==> src/rtl/fuse_seq_pkg.sv <==
package fuse_seq_pkg;
  typedef enum logic [3:0] {
    S_IDLE, S_SETUP, S_SH_SET, S_SH_HI, S_STB_LO, S_STB_HI,
    S_RD_HI, S_RD_LO, S_PROG, S_REC, S_DONE
  } seq_state_e;
endpackage

==> src/rtl/fuse_seq_timer.sv <==
module fuse_seq_timer #(
  parameter int W = 24
) (
  input  logic         clk,
  input  logic         rst_n,
  input  logic         load,
  input  logic [W-1:0] load_val,
  output logic         expired
);
  logic [W-1:0] cnt_q, cnt_d;

  // A phase of N cycles loads N-1; zero behaves as one cycle.
  always_comb begin
    cnt_d = cnt_q;
    if (load)
      cnt_d = (load_val == '0) ? '0 : load_val - W'(1);
    else if (cnt_q != '0)
      cnt_d = cnt_q - W'(1);
  end

  always_ff @(posedge clk or negedge rst_n) begin
    if (!rst_n) cnt_q <= '0;
    else        cnt_q <= cnt_d;
  end

  assign expired = (cnt_q == '0);
endmodule

==> src/rtl/fuse_seq_ctrl.sv <==
module fuse_seq_ctrl
  import fuse_seq_pkg::*;
#(
  parameter int LEN_W = 8
) (
  input  logic             clk,
  input  logic             rst_n,
  input  logic             start,
  input  logic             t_exp,
  input  logic             wr_q,
  input  logic             ser_q,
  input  logic [LEN_W-1:0] len_q,
  output seq_state_e       state_q,
  output seq_state_e       state_d,
  output logic             accept,
  output logic             tx_shift,
  output logic             cap,
  output logic [LEN_W-1:0] cap_idx
);
  logic [LEN_W-1:0] bitcnt_q, bitcnt_d;
  logic             last;

  assign last = (bitcnt_q == len_q - LEN_W'(1));

  always_comb begin
    state_d = state_q;
    unique case (state_q)
      S_IDLE:   if (start) state_d = S_SETUP;
      S_SETUP:  if (t_exp) state_d = (wr_q || ser_q) ? S_SH_SET : S_STB_LO;
      S_SH_SET: if (t_exp) state_d = S_SH_HI;
      S_SH_HI:  if (t_exp) state_d = !last ? S_SH_SET : (wr_q ? S_PROG : S_STB_LO);
      S_STB_LO: if (t_exp) state_d = S_STB_HI;
      S_STB_HI: if (t_exp) state_d = last ? S_DONE : S_RD_HI;
      S_RD_HI:  if (t_exp) state_d = S_RD_LO;
      S_RD_LO:  if (t_exp) state_d = last ? S_DONE : S_RD_HI;
      S_PROG:   if (t_exp) state_d = S_REC;
      S_REC:    if (t_exp) state_d = S_DONE;
      S_DONE:   state_d = S_IDLE;
      default:  state_d = S_IDLE;
    endcase
  end

  always_comb begin
    bitcnt_d = bitcnt_q;
    if (state_q == S_DONE || (state_q == S_SH_HI && t_exp && last))
      bitcnt_d = '0;
    else if (t_exp && (state_q == S_SH_HI || state_q == S_STB_HI || state_q == S_RD_LO))
      bitcnt_d = bitcnt_q + LEN_W'(1);
  end

  always_ff @(posedge clk or negedge rst_n) begin
    if (!rst_n) begin
      state_q  <= S_IDLE;
      bitcnt_q <= '0;
    end else begin
      state_q  <= state_d;
      bitcnt_q <= bitcnt_d;
    end
  end

  assign accept   = (state_q == S_IDLE) && start;
  assign tx_shift = (state_q == S_SH_HI) && t_exp;
  assign cap      = t_exp && (state_q == S_STB_HI || state_q == S_RD_LO);
  assign cap_idx  = bitcnt_q;
endmodule

==> src/rtl/fuse_seq_shift.sv <==
module fuse_seq_shift #(
  parameter int MAX_BITS = 138,
  parameter int LEN_W    = 8
) (
  input  logic                clk,
  input  logic                rst_n,
  input  logic                load,
  input  logic [MAX_BITS-1:0] wr_bits,
  input  logic                shift,
  input  logic                cap,
  input  logic [LEN_W-1:0]    cap_idx,
  input  logic                bit_in,
  output logic                tx_bit,
  output logic [MAX_BITS-1:0] rd_bits
);
  logic [MAX_BITS-1:0] tx_q, rx_q, hit;

  for (genvar i = 0; i < MAX_BITS; i++) begin : g_hit
    assign hit[i] = cap && (cap_idx == LEN_W'(i));
  end

  always_ff @(posedge clk or negedge rst_n) begin
    if (!rst_n) begin
      tx_q <= '0;
      rx_q <= '0;
    end else begin
      if (load)       tx_q <= wr_bits;
      else if (shift) tx_q <= {1'b0, tx_q[MAX_BITS-1:1]};
      if (load)       rx_q <= '0;
      else if (cap)   rx_q <= (rx_q & ~hit) | (hit & {MAX_BITS{bit_in}});
    end
  end

  assign tx_bit  = tx_q[0];
  assign rd_bits = rx_q;
endmodule

==> src/rtl/fuse_row_seq.sv <==
module fuse_row_seq
  import fuse_seq_pkg::*;
#(
  parameter int MAX_BITS = 138,
  parameter int LEN_W    = 8,
  parameter int SHORT_W  = 8,
  parameter int PROG_W   = 24,
  parameter int ADDR_W   = 6
) (
  input  logic                clk,
  input  logic                rst_n,
  input  logic                start,
  input  logic                op_write,
  input  logic                serial_style,
  input  logic [ADDR_W-1:0]   row_addr,
  input  logic [LEN_W-1:0]    row_len,
  input  logic [SHORT_W-1:0]  short_cyc,
  input  logic [PROG_W-1:0]   prog_cyc,
  input  logic [MAX_BITS-1:0] wr_bits,
  input  logic                dev_sdout,
  output logic [ADDR_W-1:0]   ra_o,
  output logic                pv_o,
  output logic                strobe_n_o,
  output logic                sclk_o,
  output logic                sdin_o,
  output logic                busy_o,
  output logic                done_o,
  output logic [MAX_BITS-1:0] rd_bits
);
  localparam logic [LEN_W-1:0] LEN_MAX = LEN_W'(MAX_BITS);

  logic [1:0]         rst_sync;
  logic               rst_n_s;
  seq_state_e         st_q, st_d;
  logic               accept, tx_shift, cap, t_exp, tx_bit;
  logic [LEN_W-1:0]   cap_idx, len_in, len_q;
  logic               wr_q, ser_q;
  logic [SHORT_W-1:0] short_q;
  logic [PROG_W-1:0]  prog_q, t_val;

  // Reset asserts at once and leaves two clocks later.
  always_ff @(posedge clk or negedge rst_n) begin
    if (!rst_n) rst_sync <= 2'b00;
    else        rst_sync <= {rst_sync[0], 1'b1};
  end
  assign rst_n_s = rst_sync[1];

  assign len_in = (row_len == '0) ? LEN_W'(1) : ((row_len > LEN_MAX) ? LEN_MAX : row_len);

  always_ff @(posedge clk or negedge rst_n_s) begin
    if (!rst_n_s) begin
      ra_o <= '0; wr_q <= 1'b0; ser_q <= 1'b0;
      len_q <= LEN_W'(1); short_q <= '0; prog_q <= '0;
    end else if (accept) begin
      ra_o <= row_addr; wr_q <= op_write; ser_q <= serial_style;
      len_q <= len_in; short_q <= short_cyc; prog_q <= prog_cyc;
    end
  end

  always_comb begin
    if (st_d == S_PROG)      t_val = prog_q;
    else if (st_q == S_IDLE) t_val = {{(PROG_W-SHORT_W){1'b0}}, short_cyc};
    else                     t_val = {{(PROG_W-SHORT_W){1'b0}}, short_q};
  end

  fuse_seq_timer #(.W(PROG_W)) u_timer (
    .clk(clk), .rst_n(rst_n_s), .load(st_d != st_q), .load_val(t_val), .expired(t_exp)
  );

  fuse_seq_ctrl #(.LEN_W(LEN_W)) u_ctrl (
    .clk(clk), .rst_n(rst_n_s), .start(start), .t_exp(t_exp), .wr_q(wr_q), .ser_q(ser_q),
    .len_q(len_q), .state_q(st_q), .state_d(st_d), .accept(accept), .tx_shift(tx_shift),
    .cap(cap), .cap_idx(cap_idx)
  );

  fuse_seq_shift #(.MAX_BITS(MAX_BITS), .LEN_W(LEN_W)) u_shift (
    .clk(clk), .rst_n(rst_n_s), .load(accept), .wr_bits(wr_bits), .shift(tx_shift),
    .cap(cap), .cap_idx(cap_idx), .bit_in(dev_sdout), .tx_bit(tx_bit), .rd_bits(rd_bits)
  );

  assign busy_o     = (st_q != S_IDLE);
  assign done_o     = (st_q == S_DONE);
  assign pv_o       = wr_q && busy_o && !done_o;
  assign sclk_o     = (st_q == S_SH_HI) || (st_q == S_RD_HI);
  assign strobe_n_o = !((st_q == S_STB_LO) || (st_q == S_PROG));
  assign sdin_o     = ((st_q == S_SH_SET) || (st_q == S_SH_HI)) && tx_bit;
endmodule

==> config.mk <==
export PLATFORM = sky130hd
export DESIGN_NAME = fuse_row_seq
export DESIGN_NICKNAME = d
export VERILOG_FILES = /design/src/rtl/fuse_seq_pkg.sv /design/src/rtl/fuse_seq_timer.sv /design/src/rtl/fuse_seq_ctrl.sv /design/src/rtl/fuse_seq_shift.sv /design/src/rtl/fuse_row_seq.sv
export SDC_FILE = /design/constraint.sdc
export NUM_CORES = 1
export LEC_CHECK = 0
export BUFFER_PORTS_ARGS = -buffer_cell sky130_fd_sc_hd__buf_4
export CORE_UTILIZATION = 25
export CTS_BUF_LIST = sky130_fd_sc_hd__clkbuf_2
export DETAILED_ROUTE_END_ITERATION = 6
export HOLD_SLACK_MARGIN = 0.06
export PLACE_DENSITY = 0.43
export SYNTH_ARGS = -nofsm -noshare
export SYNTH_HDL_FRONTEND = slang
export SYNTH_SLANG_ARGS = --single-unit
==> constraint.sdc <==
create_clock -name clk -period 15.3 [get_ports clk]
set_input_delay 3.06 -clock clk [delete_from_list [all_inputs] [get_ports clk]]
set_output_delay 3.06 -clock clk [all_outputs]
set_load 0.005 [all_outputs]
==> impl_metrics.ini, run 1 <==
[route]
via_per_inst = 4.92
route.detailed.drc = 0
vias = 16698
first_iter_violations = 1406
dr_wl_met2_um = 27200
wl_met3_um = 4740
wl_met1_um = 29200
totalWireLength_um = 62600
highest_layer = met5
postRouteAntennaNets = 0
post_drt_wl_per_cell_um = 18.5
first_pass_iters = 7

[layout]
seqCellArea_mm2 = 0.00906
most-common-layout-cells = nand2_1 (476), dfrtp_1 (360), buf_4 (351)
multi_input_area_mm2 = 0.00789
stdcell_area_mm2 = 0.0217
layout.nets = 2582
area_delta_synth_final_pct = 23.2
layout_commonest_cell = nand2_1
nFillCells = 7632
final_util_pct = 31.1
layout-drive-gt1-share_pct = 22.1

[min_path]
hold_path_class = reg2reg
min-delay-start = rst_sync[0]

[sta]
rsz0062_at_grt = false
finalHoldWorstSlack_ps = 363
finalHoldViolCount = 0
max_clock_freq_mhz = 161
final.setup.tns_ps = 0
finalClockSkew_ps = 130
fin_crit_sh_pct = 40.5
slew_violations = 0
finalSetupViolations = 0
slew_headroom_pct = 13.1
tightest_slew_ps = 1300
finalCriticalPeriod_ps = 6200

[placed_design]
port_buffers = 339
dp_hpwl_um = 41200
finalWeightedCongestion = 0.829
placed_area_mm2 = 0.0208

[critical_path]
crit_arrival_ps = 3140
endpoint_kind = primary output
cp_max_fo = 14
worstPathCellList = inv_1 -> nand2_1 -> nor2_1 -> nor3b_1 -> buf_4
slowest_delay_ps = 800
critical_path_class = reg2out
cp.required_ps = 12240
timing.rr.start = u_timer.cnt_q[3]
crit_path_start = u_ctrl.state_q[2]
worstSetupStartpointType = register
cp_slowest_cell = dfrtp_1

[global_route]
grt_usage_pct = 17.2
grt_pass1_wl_um = 95800
grt_overflow = 0
grt_antenna_before_repair = 11
grt_pass1_vias = 16132
grt_max_degree = 276

[cts]
cts-resized-gates = 0
clock_sinks = 362
clock_path_buffers = 3
root_buffer = clkbuf_2
htree_num_levels = 3
cts_tree = built
clk_pin_slew_ps = 100
cts_hold_buffers = 0
cts_setup_buffers = 0
cts_inserted_buffers = 105
clk-insertion-delay-late_ps = 1160

[synth]
ys_seq_area_share_pct = 51.4
synth_fp_nets = 2284
syn_area_mm2 = 0.0176
synthArstFlopShare_pct = 100
ys_ff_latch = 362
synth-main-ff-cell = dfrtp_1
synth_edf_count = 0
postSynthCellCount = 2086
syn_area_per_cell_um2 = 8.45
yosysUniqueCellTypes = 70
ys_warn_count = 0

[outcome]
outcome = finished clean

[floorplan]
io_pins = 340
die_w_um = 268
fp.dieArea_mm2 = 0.0716
core.rowCount = 97
die_h_um = 268
initial_utilization_pct = 25.2
core_mm2 = 0.0699

[flow_run]
cap_violations = 0

[power]
powerDensity_mw_per_mm2 = 93.0
p_leak_nw = 10.1
peakVddDrop_v = 0.0000388
==> where the power goes <==
part	internal (mW)	switching (mW)
Combinational	0.114	0.133
Sequential	1.01	0.0560
Clock	0.263	0.443
Total	1.39	0.632
==> per-stage QoR <==
step / cells / power (mW) / setup WS [ps]
finish: 3393 / 2.02 / 9100
global route: 3393 / 2.15 / 8590
CTS: 3392 / 2.07 / 8960
detailed placement: 3217 / 1.34 / 8480
global placement: 3217 / 1.33 / 8520
floorplan: 2086 / 1.23 / 4470
==> synth_stat cells, drive strengths merged (12+ instances only) <==
library cell / instances / share of area (%)
a21oi: 153 / 4.4
a31oi: 140 / 5.0
and2: 18 / 0.64
buf: 51 / 1.4
clkbuf: 110 / 2.4
dfrtp: 361 / 51
inv: 16 / 0.34
mux2i: 12 / 0.68
nand2: 478 / 10
nand3: 16 / 0.48
nor2: 198 / 4.5
nor3: 25 / 0.93
nor4: 15 / 0.57
o21ai: 307 / 8.7
or3: 15 / 0.53
xnor2: 27 / 1.3
xor2: 25 / 1.2
==> final cells by class <==
cell class / count / share of cell area [%]
well taps: 940 / 5.41
repair buffers: 352 / 12.2
inverters: 16 / 0.276
clock inverters: 25 / 0.576
multi-input cells: 1547 / 36.3
clock buffers: 150 / 3.46
flip-flops and latches: 362 / 41.7
diodes: 1 / 0.0115
==> flip-flops by register name, indices dropped and copies added (netlist names) <==
register and flops:
u_shift.rd_bits 138, u_timer.cnt_q 24, ra_o 6, wr_q 1
u_ctrl.cap_idx 8, len_q 8, prog_q 24, ser_q 1
short_q 8, u_ctrl.state_q 4, rst_sync 2, u_shift.tx_q 138
==> worst paths after layout <==
kind | slack [ps] | cells past startpoint | end
worst min register to register | 360 | 0 | rst_sync[1]
worst min-delay path | 360 | 0 | rst_sync[1]
worst max-delay path | 9100 | 5 | pv_o
worst max register to register | 9180 | 15 | u_timer.cnt_q[22]
min in group asynchronous | 430 | 0 | u_shift.tx_q[116]
max in group asynchronous | 11860 | 3 | u_shift.rd_bits[79]
==> metal layers <==
layer  GRT usage (%)  vias up
li1                -     7875
met1            24.3     8125
met2            25.1      566
met3            4.54      112
met4            5.95       20
met5               0        -
==> critical path: cells and delay by family, from the launching register on <==
kind                   cells  cell delay, ps
DFF                        1             800
and+or+nand+nor            3             810
buffers and inverters      2             430
==> cell families (layout without fill, tap and decap cells) <==
group	Yosys count	after routing	synth area share, %
and+or+nand+nor	819	819	20.0
AOI/OAI and AO/OA	654	654	20.5
DFF	362	362	51.4
buffers and inverters	177	543	4.16
xor gates and xnor gates	52	52	2.58
muxes	13	13	0.745
adders and majority gates	8	8	0.568
other	1	2	0.0213
(Power assumes the default switching activity.)
==> run 2: changes to the inputs <==
--- a/config.mk
+++ b/config.mk
@@ -10,7 +10,7 @@
 export CTS_BUF_LIST = sky130_fd_sc_hd__clkbuf_2
 export DETAILED_ROUTE_END_ITERATION = 6
 export HOLD_SLACK_MARGIN = 0.06
-export PLACE_DENSITY = 0.43
+export PLACE_DENSITY = 0.45
 export SYNTH_ARGS = -nofsm -noshare
 export SYNTH_HDL_FRONTEND = slang
 export SYNTH_SLANG_ARGS = --single-unit
==> constraint.sdc (replaced) <==
create_clock -name clk -period 5.24 [get_ports clk]
set_input_delay 1.048 -clock clk [delete_from_list [all_inputs] [get_ports clk]]
set_output_delay 1.048 -clock clk [all_outputs]
set_load 0.005 [all_outputs]
==> run 2 against run 1 <==
  * Clock power rose to 3.0 times the previous value
  * Design area rose by 9.2%
  * Largest power group unchanged
  * Worst setup slack got worse by 8700 ps
  * Utilization rose by 2.9 points
  * Via count rose by 5.4%
  * Global-route usage rose by 0.25 points
  * Sequential power rose to 2.9 times the previous value
  * Clock skew fell by 15 ps
  * Critical path depth rose by 10
  * Clock-buffer cell count rose by 2
  * First-iteration DRC count rose by 6.8%
==> impl_metrics.ini, run 2 (same netlist as run 1, synthesis figures left out) <==
[sta]
finalClockSkew_ps = 114
tightest_slew_ps = 1110
finalHoldViolCount = 0
finalCriticalPeriod_ps = 4850
rsz0062_at_grt = false
fin_crit_sh_pct = 92.6
slew_violations = 0
finalSetupViolations = 0
final.setup.tns_ps = 0
post-route-worst-setup-slack_ps = 387
max_clock_freq_mhz = 206
slew_headroom_pct = 25.8

[global_route]
grt_usage_pct = 17.4
grt_pass1_wl_um = 98600
grt_pass1_vias = 17350
grt_antenna_before_repair = 8
grt_overflow = 0
grt_max_degree = 167

[floorplan]
core_mm2 = 0.0699
fp.dieArea_mm2 = 0.0716
core.rowCount = 97
die_w_um = 268
initial_utilization_pct = 25.2
io_pins = 340
die_h_um = 268

[critical_path]
r2r_end = u_timer.cnt_q[10]
cp.buffers_inverters = 1
endpoint_kind = register
timing.rr.start = u_timer.cnt_q[3]
r2r_cells = 15
cp_slowest_cell = mux2i_2
cp_max_fo = 12
slowest_delay_ps = 650
critical_path_class = reg2reg
crit_arrival_ps = 5860
crit_path_start = u_timer.cnt_q[3]
cp.required_ps = 6250
ff2ff_setup_slack_ps = 390
worstPathCellList = or4_1 -> or4_1 -> nor3_4 -> buf_4 -> nor3_1 -> or3_1 -> nand4_2 -> o21ai_0 -> ha_1 -> nor4b_1 -> nand4_1 -> nand2_1 -> mux2i_2 -> nand2_1 -> o22ai_1
worstSetupStartpointType = register
cp_top_family = simple AND/OR/NAND/NOR gates

[route]
via_per_inst = 4.89
first_pass_iters = 7
vias = 17592
postRouteAntennaNets = 0
first_iter_violations = 1502
post_drt_wl_per_cell_um = 17.6
route.detailed.drc = 0
totalWireLength_um = 63300

[layout]
layout_commonest_cell = nand2_1
layout-drive-gt1-share_pct = 21.1
nFillCells = 7511
layout.nets = 2779
final_util_pct = 34.0
stdcell_area_mm2 = 0.0237
area_delta_synth_final_pct = 34.6
instances_no_fill = 3599
most-common-layout-cells = nand2_1 (476), buf_4 (362), dfrtp_1 (360)

[cts]
cts_tree = built
root_buffer = clkbuf_2
clk-insertion-delay-late_ps = 1140
htree_num_levels = 3
clk_pin_slew_ps = 120
clock_path_buffers = 3
cts_setup_buffers = 0
cts_inserted_buffers = 106
clock_sinks = 362

[placed_design]
dp_hpwl_um = 41500
dp.cells = 3230
dpl_worst_slack_ps = 215
placed_area_mm2 = 0.0210
finalWeightedCongestion = 0.850
port_buffers = 339

[power]
powerDensity_mw_per_mm2 = 256
p_leak_nw = 11.0
peakVddDrop_v = 0.000125

[min_path]
hold_path_class = reg2async

[outcome]
outcome = finished clean

[flow_run]
cap_violations = 0
-- run 2: cell count changes in the layout (fill, tap and decap cells not counted), moves of 3 or more --
cell | previous run | this run
dlygate4sd3_1 | 0 | 183
buf_4 | 351 | 362
diode_2 | 1 | 4
clkinv_2 | 2 | 5
-- run 2: final cells by class --
cell class / instances / area [um2] / share of cell area [%]
Antenna cell: 4 / 10.0 / 0.0422
Clock buffer: 152 / 761 / 3.21
Clock inverter: 30 / 159 / 0.669
Inverter: 16 / 60.1 / 0.253
Multi-Input combinational cell: 1547 / 7900 / 33.3
Sequential cell: 362 / 9060 / 38.2
Tap cell: 940 / 1180 / 4.96
Timing Repair Buffer: 548 / 4610 / 19.4
-- run 2: power breakdown --
group          internal [mW]  leakage [nW]  switching (mW)
Sequential              2.96          4.77           0.157
Clock                  0.793         0.697            1.33
Combinational          0.423          5.53           0.406
Total                   4.17          11.0            1.89
-- run 2: stage by stage --
step           hold WS, ps  total power, mW
4_1_cts               61.1             6.20
3_3_place_gp           282             3.88
6_report               253             6.07
3_5_place_dp           288             3.89
5_1_grt                158             6.45
2_1_floorplan          331             3.59
-- run 2: worst max-delay path by stage --
| stage | depth (start not counted) | endpoint |
|---|---|---|
| 2_1_floorplan | 19 | u_timer.cnt_q[12] |
| 4_1_cts | 15 | u_timer.cnt_q[10] |
| 3_3_place_gp | 15 | u_timer.cnt_q[10] |
| 6_report | 15 | u_timer.cnt_q[10] |
| 3_5_place_dp | 15 | u_timer.cnt_q[10] |
| 5_1_grt | 15 | u_timer.cnt_q[14] |
-- run 2: what timing repair did --
action	CTS	global route
hold buffers	183	0
gates resized for setup	0	2
hold endpoints to repair	182	0
setup endpoints to repair	0	16
-- run 2: routing by layer --
| metal | track usage (%) | part of all wire, % | vias to the layer above |
|---|---|---|---|
| li1 | - | - | 8269 |
| met1 | 23.5 | 45 | 8570 |
| met2 | 27.2 | 45 | 618 |
| met3 | 3.69 | 6.9 | 127 |
| met4 | 6.86 | 2.6 | 8 |
| met5 | 0 | 0.082 | - |
